File: src/rtl/ow_cap_pkg.sv
// Shared types for the order-wire capture block.
package ow_cap_pkg;
    // Capture controller state: waiting for a start, or inside a record.
    typedef enum logic {
        OW_IDLE = 1'b0,
        OW_CAPT = 1'b1
    } ow_state_e;
endpackage

File: src/rtl/ow_frame_ctrl.sv
// Capture controller. Decides on each sampled edge whether to start a record,
// shift a bit, close a complete record or flag an error, and holds the
// sticky error flag. Assumes cnt_full is the shifter's "record holds all bits".
module ow_frame_ctrl
    import ow_cap_pkg::*;
(
    input  logic clk,
    input  logic rst_n,
    input  logic vld,
    input  logic sof,
    input  logic cnt_full,
    output logic load_first,
    output logic shift_en,
    output logic commit,
    output logic err_q
);
    ow_state_e state_q, state_d;
    logic      start;
    logic      in_rec;
    logic      err_evt;

    // Decode the action for this edge from state and sampled inputs.
    always_comb begin
        start      = sof & vld;
        in_rec     = (state_q == OW_CAPT);
        load_first = start;
        shift_en   = in_rec & vld & ~sof & ~cnt_full;
        commit     = in_rec & ~vld & cnt_full;
        err_evt    = in_rec & (start | (vld & cnt_full) | (~vld & ~cnt_full));
        state_d    = state_q;
        if (start)
            state_d = OW_CAPT;
        else if (in_rec && (!vld || cnt_full))
            state_d = OW_IDLE;
    end

    // State register.
    always_ff @(posedge clk) begin
        if (!rst_n) state_q <= OW_IDLE;
        else        state_q <= state_d;
    end

    // Sticky error flag, cleared only by reset.
    always_ff @(posedge clk) begin
        if (!rst_n)       err_q <= 1'b0;
        else if (err_evt) err_q <= 1'b1;
    end
endmodule

File: src/rtl/ow_bit_shifter.sv
// Serial-to-parallel shifter with bit counter. A load restarts the record with
// the current bit; a shift appends MSB first. Assumes load and shift are never
// requested on the same edge with conflicting intent (load wins).
module ow_bit_shifter #(
    parameter int TOTAL_BITS = 24,
    localparam int CNT_W     = $clog2(TOTAL_BITS + 1)
) (
    input  logic                  clk,
    input  logic                  rst_n,
    input  logic                  din,
    input  logic                  load_first,
    input  logic                  shift_en,
    output logic [TOTAL_BITS-1:0] rec_q,
    output logic                  cnt_full
);
    localparam logic [CNT_W-1:0] FULL_CNT = CNT_W'(TOTAL_BITS);
    localparam logic [CNT_W-1:0] ONE_CNT  = CNT_W'(1);

    logic [CNT_W-1:0] cnt_q;

    // Shift register and counter update.
    always_ff @(posedge clk) begin
        if (!rst_n) begin
            rec_q <= '0;
            cnt_q <= '0;
        end else if (load_first) begin
            rec_q <= {{(TOTAL_BITS-1){1'b0}}, din};
            cnt_q <= ONE_CNT;
        end else if (shift_en) begin
            rec_q <= {rec_q[TOTAL_BITS-2:0], din};
            cnt_q <= cnt_q + ONE_CNT;
        end
    end

    // Full-record indication.
    always_comb cnt_full = (cnt_q == FULL_CNT);
endmodule

File: src/rtl/ow_out_regs.sv
// Output byte registers and ready strobe. On commit, every byte lane loads its
// slice of the record together. Lane 0 takes the earliest bits.
module ow_out_regs #(
    parameter int BYTE_W    = 8,
    parameter int NUM_BYTES = 3,
    localparam int REC_W    = BYTE_W * NUM_BYTES
) (
    input  logic             clk,
    input  logic             rst_n,
    input  logic             commit,
    input  logic [REC_W-1:0] rec,
    output logic [REC_W-1:0] lanes_q,
    output logic             rdy_q
);
    genvar gi;
    generate
        for (gi = 0; gi < NUM_BYTES; gi++) begin : g_lane
            // Byte lane gi: loads from the record on commit.
            always_ff @(posedge clk) begin
                if (!rst_n)
                    lanes_q[gi*BYTE_W +: BYTE_W] <= '0;
                else if (commit)
                    lanes_q[gi*BYTE_W +: BYTE_W] <= rec[REC_W-1-gi*BYTE_W -: BYTE_W];
            end
        end
    endgenerate

    // One-cycle ready strobe following a commit.
    always_ff @(posedge clk) begin
        if (!rst_n) rdy_q <= 1'b0;
        else        rdy_q <= commit;
    end
endmodule

File: src/rtl/ow_byte_capture.sv
// Top level: rebuilds the E1, F1 and E2 order-wire bytes from a serial stream
// sampled on the rising overhead clock. Assumes the sender changes its
// outputs on the falling edge, so all inputs are stable at the rising edge.
module ow_byte_capture #(
    parameter int BYTE_W = 8
) (
    input  logic              clk,
    input  logic              rst_n,
    input  logic              ow_bit,
    input  logic              ow_vld,
    input  logic              ow_sof,
    output logic [BYTE_W-1:0] e1_byte,
    output logic [BYTE_W-1:0] f1_byte,
    output logic [BYTE_W-1:0] e2_byte,
    output logic              bytes_rdy,
    output logic              ow_err
);
    localparam int NUM_BYTES = 3;
    localparam int REC_W     = BYTE_W * NUM_BYTES;

    logic             load_first;
    logic             shift_en;
    logic             commit;
    logic             cnt_full;
    logic [REC_W-1:0] rec;
    logic [REC_W-1:0] lanes;

    ow_frame_ctrl u_ctrl (
        .clk        (clk),
        .rst_n      (rst_n),
        .vld        (ow_vld),
        .sof        (ow_sof),
        .cnt_full   (cnt_full),
        .load_first (load_first),
        .shift_en   (shift_en),
        .commit     (commit),
        .err_q      (ow_err)
    );

    ow_bit_shifter #(.TOTAL_BITS(REC_W)) u_shift (
        .clk        (clk),
        .rst_n      (rst_n),
        .din        (ow_bit),
        .load_first (load_first),
        .shift_en   (shift_en),
        .rec_q      (rec),
        .cnt_full   (cnt_full)
    );

    ow_out_regs #(.BYTE_W(BYTE_W), .NUM_BYTES(NUM_BYTES)) u_out (
        .clk     (clk),
        .rst_n   (rst_n),
        .commit  (commit),
        .rec     (rec),
        .lanes_q (lanes),
        .rdy_q   (bytes_rdy)
    );

    // Lane 0 holds the earliest byte (E1).
    always_comb begin
        e1_byte = lanes[0*BYTE_W +: BYTE_W];
        f1_byte = lanes[1*BYTE_W +: BYTE_W];
        e2_byte = lanes[2*BYTE_W +: BYTE_W];
    end
endmodule

File: config.mk
export PLATFORM = sky130hd
export DESIGN_NAME = ow_byte_capture
export DESIGN_NICKNAME = d
export VERILOG_FILES = /design/src/rtl/ow_cap_pkg.sv /design/src/rtl/ow_frame_ctrl.sv /design/src/rtl/ow_bit_shifter.sv /design/src/rtl/ow_out_regs.sv /design/src/rtl/ow_byte_capture.sv
export SDC_FILE = /design/constraint.sdc
export NUM_CORES = 1
export LEC_CHECK = 0
export BUFFER_PORTS_ARGS = -buffer_cell sky130_fd_sc_hd__clkbuf_2
export CAP_MARGIN = 20
export CORE_MARGIN = 5
export CORE_UTILIZATION = 50
export DETAILED_ROUTE_END_ITERATION = 8
export GPL_ROUTABILITY_DRIVEN = 0
export PLACE_DENSITY = 0.86
export SYNTH_ARGS = -nofsm -noshare
export SYNTH_HDL_FRONTEND = slang
export SYNTH_SLANG_ARGS = --single-unit
File: constraint.sdc
create_clock -name clk -period 1.5 [get_ports clk]
set_input_delay 0.3 -clock clk [delete_from_list [all_inputs] [get_ports clk]]
set_output_delay 0.3 -clock clk [all_outputs]
set_load 0.005 [all_outputs]
==> flow_metrics.env, run 1 <==
export IMPL_dp_cells=339
export IMPL_tightest_slew_ps=294
export IMPL_synth_area_um2=2270
export IMPL_synthAdderAreaFrac=0.0110
export IMPL_placeableCoreArea_um2=4380
export IMPL_final_cell_mix="dfxtp_1 (54), o21ai_0 (52), nand3_1 (48)"
export IMPL_final_cells=352
export IMPL_diodes=0
export IMPL_crit_slowest_cell="or4_4"
export IMPL_die_h_um=77.3
export IMPL_pin_count=31
export IMPL_finalSetupViolCount=1
export IMPL_power_density_nw_per_um2=987
export IMPL_hold_ws_ps=206
export IMPL_slew_headroom=0.804
export IMPL_crit_buf_inv=1
export IMPL_place_ws_ps=8.01
export IMPL_synth_warnings=0
export IMPL_setup_ws_ps=-40.9
export IMPL_synth_ff_type="dfxtp_1"
export IMPL_drtIter0Drc=118
export IMPL_synthArstFlopShare=0
export IMPL_ys_ff_latch=56
export IMPL_combPwrFrac=0.042
export IMPL_leakage_nw=0.957
export IMPL_rows=24
export IMPL_synth_avg_cell_area_um2=8.52
export IMPL_grtUsageMet3=0.0405
export IMPL_fin_util=0.615
export IMPL_placed_area_um2=2500
export IMPL_gr_total_overflow=0
export IMPL_outcome="finished, violations left"
export IMPL_cts_root_buf="clkbuf_8"
export IMPL_synth_compound_area_frac=0.272
export IMPL_min_path_type="in -> reg"
export IMPL_cp_max_fo=4
export IMPL_totalWireLength_mm=4.99
export IMPL_synthSimpleGateAreaFrac=0.158
export IMPL_grtUsageMet2=0.280
export IMPL_h_tree_depth=2
export IMPL_arrival_ps=1780
export IMPL_critPathTopFamily="simple AND/OR/NAND/NOR gates"
export IMPL_synthesis_instances=266
export IMPL_reg2regPathDepth=5
export IMPL_skew_ps=4.42
export IMPL_hold_depth=3
export IMPL_area_growth_pct=19.0
export IMPL_grt_max_degree=28
export IMPL_peakVddDrop_mv=0.657
export IMPL_clock_power_share=0.396
export IMPL_p_int_mw=2.13
export IMPL_routed_via_density=5.69
export IMPL_crit_type="reg -> reg"
export IMPL_critPathMaxStageDelay_ps=520
export IMPL_synth_top_family_by_area="compound AO/OA/AOI/OAI gates"
export IMPL_clock_latency_ps=300
export IMPL_synth_mux_area_frac=0.00442
export IMPL_synth_edf_count=0
export IMPL_fmax_ghz=0.649
export IMPL_sequentialPowerShare=0.563
export IMPL_grt_busiest_layer="met2"
export IMPL_tritoncts="done"
export IMPL_maxSlewViolCount=0
export IMPL_synth_xor_xnor_area_share=0
export IMPL_path_depth=5
export IMPL_stdcell_area_um2=2700
export IMPL_cp_data_required_time_ps=1740
export IMPL_p_sw_frac=0.202
export IMPL_ys_seq_area_frac=0.494
export IMPL_die_width_um=77.3
export IMPL_die_area_um2=5980
export IMPL_grt_pass1_wl_mm=8.27
export IMPL_antenna_found_initial=0
export IMPL_use_met1=0.196
export IMPL_clock_sinks=56
export IMPL_via_count=2004
export IMPL_clockBufferDepth=2
export IMPL_finalHoldViolCount=0
export IMPL_crit_chain="inv_2 > ha_4 > and4b_2 > or4_4 > a21oi_2"
export IMPL_rsz0062_at_grt="true"
export IMPL_netSwitchingPower_mw=0.537
export IMPL_postRouteAntennaNets=0
export IMPL_clk_pin_slew_ps=90
export IMPL_drv_cap=0
export IMPL_first_pass_iters=4
export IMPL_syn_nets=273
export IMPL_violations="setup timing"
export IMPL_ys_types=24
export IMPL_start_kind="flop"
export IMPL_post_route_period_util=1.03
export IMPL_grt_total_usage=0.163
export IMPL_layout_nets=306
export IMPL_setup_worst_path_end_class="flop"
export IMPL_port_buffers=30
export IMPL_drc_errors=0
export IMPL_cts_buffers=5
export IMPL_layout_commonest_cell="dfxtp_1"
export IMPL_dp_hpwl_mm=3.31
export IMPL_routedWlPerCell_um=14.2
export IMPL_period_minus_slack_ps=1540
export IMPL_grt_pass1_vias=1847
export IMPL_initial_utilization=0.517
export IMPL_drive_gt1_frac=0.230
## cells in the mapped netlist (2+ instances only)
master	number	area (um2)
dfxtp_1	56	1120
o21ai_0	53	265
nand3_1	48	240
a21oi_1	29	145
a21boi_0	24	180
clkbuf_1	15	56.3
buf_2	11	55.1
nand2_1	6	22.5
inv_1	4	15.0
ha_1	2	25.0
nand2b_1	2	12.5
nand4b_1	2	17.5
nor2b_1	2	12.5
or3_1	2	12.5
## tightest hold or removal path, delay by kind of cell
| kind | cells | cell delay, ps |
|---|---|---|
| buffers and inverters | 1 | 80 |
| multiplexers | 1 | 50 |
| AND/OR/NAND/NOR | 1 | 40 |
## logic make-up after synthesis
group           Yosys count
mux                       1
buf+inv                  31
flops                    56
simple gates             67
fa+ha+maj                 2
compound gates          109
## repair_timing
item / CTS / global route
resized for setup: 1 / 13
cloned: 0 / 0
pin swaps: 0 / 3
hold buffers: 0 / 0
buffers inserted: 1 / 4
setup endpoints to repair: 3 / 40
## sequential cells by signal (all words and copies together) (netlist names)
name	flops
u_out.lanes_q	24
u_shift.rec_q	24
u_shift.cnt_q	5
u_ctrl.err_q	1
u_ctrl.in_rec	1
u_out.rdy_q	1
## path summary, 6_finish.rpt
path | start | to | slack (ps)
worst max register to register | u_shift.cnt_q[0] | u_shift.cnt_q[2] | -40
worst min register to register | u_ctrl.err_q | u_ctrl.err_q | 470
worst max-delay path | u_shift.cnt_q[0] | u_shift.cnt_q[2] | -40
worst min-delay path | ow_bit | u_shift.rec_q[0] | 210
## through the flow
stage	TNS, ps	total power [mW]
6_report	-40.9	2.66
2_1_floorplan	0	1.60
4_1_cts	0	2.68
5_1_grt	-85.1	2.77
3_5_place_dp	0	1.63
3_3_place_gp	0	1.63
## power by group through the flow
stage | Clock (mW) | Sequential (mW) | Combinational, mW
2_1_floorplan | 0 | 1.53 | 0.0639
3_3_place_gp | 0 | 1.53 | 0.0935
3_5_place_dp | 0 | 1.53 | 0.0955
4_1_cts | 1.08 | 1.50 | 0.100
5_1_grt | 1.15 | 1.50 | 0.120
6_report | 1.05 | 1.50 | 0.111
## final cells by class
| class | count | area, um2 |
|---|---|---|
| Clock buffer | 7 | 96.3 |
| Sequential cell | 56 | 1120 |
| Clock inverter | 1 | 30.0 |
| Multi-Input combinational cell | 179 | 1030 |
| Timing Repair Buffer | 53 | 338 |
| Tap cell | 52 | 65.1 |
| Fill cell | 377 | 1690 |
| Inverter | 4 | 15.0 |
## metal layers
metal	vias up	part of all wire
li1	1016	-
met1	938	0.44
met2	41	0.50
met3	9	0.042
met4	0	0.016
met5	-	0
Note: power is estimated with default switching activity, not from simulation.
==> run 2: changes to the inputs <==
==> constraint.sdc (replaced) <==
create_clock -name clk -period 1.5 [get_ports clk]
set_input_delay 0.45 -clock clk [delete_from_list [all_inputs] [get_ports clk]]
set_output_delay 0.45 -clock clk [all_outputs]
set_load 0.005 [all_outputs]
==> flow_metrics.env, run 2 (synthesis gave the netlist of run 1 again) <==
export IMPL_outcome="complete, no violations"
export IMPL_clockBufferDepth=2
export IMPL_finalSetupViolCount=0
export IMPL_clock_latency_ps=300
export IMPL_critPathTopFamily="simple AND/OR/NAND/NOR gates"
export IMPL_layout_nets=304
export IMPL_placeableCoreArea_um2=4380
export IMPL_power_density_nw_per_um2=965
export IMPL_critPathMaxStageDelay_ps=480
export IMPL_cp_max_fo=6
export IMPL_cp_data_required_time_ps=1750
export IMPL_dp_hpwl_mm=3.12
export IMPL_p_sw_frac=0.204
export IMPL_crit_type="reg -> reg"
export IMPL_sequentialPowerShare=0.572
export IMPL_peakVddDrop_mv=0.672
export IMPL_crit_slowest_cell="or4_1"
export IMPL_min_path_type="in -> reg"
export IMPL_antenna_found_initial=0
export IMPL_die_width_um=77.3
export IMPL_drive_gt1_frac=0.215
export IMPL_drc_errors=0
export IMPL_finalHoldViolCount=0
export IMPL_arrival_ps=1720
export IMPL_port_buffers=30
export IMPL_die_h_um=77.3
export IMPL_drv_cap=0
export IMPL_slew_headroom=0.801
export IMPL_p_int_mw=2.08
export IMPL_routed_via_density=5.71
export IMPL_drtIter0Drc=232
export IMPL_cts_buffers=5
export IMPL_final_cell_mix="dfxtp_1 (54), o21ai_0 (52), nand3_1 (48)"
export IMPL_clock_power_share=0.387
export IMPL_layout_commonest_cell="dfxtp_1"
export IMPL_grt_total_usage=0.160
export IMPL_clock_sinks=56
export IMPL_tritoncts="done"
export IMPL_pin_count=31
export IMPL_rows=24
export IMPL_h_tree_depth=2
export IMPL_period_minus_slack_ps=1470
export IMPL_crit_buf_inv=1
export IMPL_stdcell_area_um2=2720
export IMPL_rsz0062_at_grt="true"
export IMPL_totalWireLength_mm=4.91
export IMPL_cts_root_buf="clkbuf_8"
export IMPL_skew_ps=10.4
export IMPL_netSwitchingPower_mw=0.535
export IMPL_maxSlewViolCount=0
export IMPL_routedWlPerCell_um=14.0
export IMPL_diodes=0
export IMPL_initial_utilization=0.517
export IMPL_grt_pass1_wl_mm=8.14
export IMPL_setup_worst_path_end_class="flop"
export IMPL_placed_area_um2=2530
export IMPL_first_pass_iters=4
export IMPL_fin_util=0.619
export IMPL_die_area_um2=5980
export IMPL_via_count=1998
export IMPL_r2r_slack_ps=30
export IMPL_postRouteAntennaNets=0
export IMPL_reg_top3="u_out.lanes_q: 24 flops, u_shift.rec_q: 24 flops, u_shift.cnt_q: 5 flops"
export IMPL_gr_total_overflow=0
export IMPL_area_growth_pct=19.8
export IMPL_grt_pass1_vias=1785
export IMPL_final_cells=350
export IMPL_crit_chain="inv_2 > ha_2 > and4b_2 > or4_1 > a21oi_1"
export IMPL_combPwrFrac=0.042
export IMPL_dp_cells=338
export IMPL_grt_max_degree=39
export IMPL_leakage_nw=0.964
export IMPL_cts_hold_buf=0
export IMPL_clk_pin_slew_ps=100
export IMPL_start_kind="flop"
export IMPL_fmax_ghz=0.679
export IMPL_tightest_slew_ps=298
export IMPL_post_route_period_util=0.982
[run 2: cell count changes in the layout (fill, tap and decap cells not counted), sizes merged]
cell / previous run / this run
buf: 23 / 20
clkinv: 0 / 1
[run 2: layout make-up]
type,instances,area (um2)
well taps,52,65.1
multi-input cells,179,1010
flip-flops and latches,56,1120
fillers,392,1670
clock inverters,2,38.8
clock buffers,6,82.6
inverters,4,15.0
repair buffers,51,378
[run 2: worst paths after layout]
check | start | endpoint | depth (start not counted)
hold / removal | ow_bit | u_shift.rec_q[0] | 3
hold reg to reg | u_ctrl.err_q | u_ctrl.err_q | 2
setup reg to reg | u_shift.cnt_q[0] | u_shift.cnt_q[2] | 5
setup / recovery | u_shift.cnt_q[0] | u_shift.cnt_q[2] | 5
[run 2: metal layers]
metal,vias up,routed length (um),part of all wire,GRT usage
li1,1017,-,-,-
met5,-,0,0,0
met3,2,213,0.043,0.0382
met4,0,22,0.0045,0.0464
met1,925,2180,0.44,0.213
met2,54,2490,0.51,0.258
[run 2: through the flow]
| stage | hold slack (ps) | setup WS (ps) | total power [mW] | setup TNS [ps] |
|---|---|---|---|---|
| after detailed placement | 459 | 44.8 | 1.64 | 0 |
| after global placement | 451 | 95.9 | 1.64 | 0 |
| final | 371 | 27.1 | 2.62 | 0 |
| after global routing | 368 | -21.6 | 2.74 | -51.6 |
| after CTS | 366 | 29.9 | 2.65 | 0 |
| after floorplan | 449 | 18.1 | 1.60 | 0 |
[run 2: tightest hold or removal path, cell delays in order]
cell	delay, ps
clkbuf_2	80
nand2_1	40
mux2i_1	50
[run 2: power by group through the flow]
| stage | Sequential, mW | Combinational (mW) | Clock (mW) |
|---|---|---|---|
| 6_report | 1.50 | 0.109 | 1.01 |
| 5_1_grt | 1.50 | 0.119 | 1.12 |
| 3_5_place_dp | 1.53 | 0.108 | 0 |
| 4_1_cts | 1.50 | 0.108 | 1.04 |
| 2_1_floorplan | 1.53 | 0.0639 | 0 |
| 3_3_place_gp | 1.53 | 0.107 | 0 |
[run 2: timing repair]
item                                   4_1_cts  5_1_grt
setup buffers                                0        3
endpoints found under the hold margin        0        0
gates resized for setup                      0        9
setup endpoints to repair                    0       39
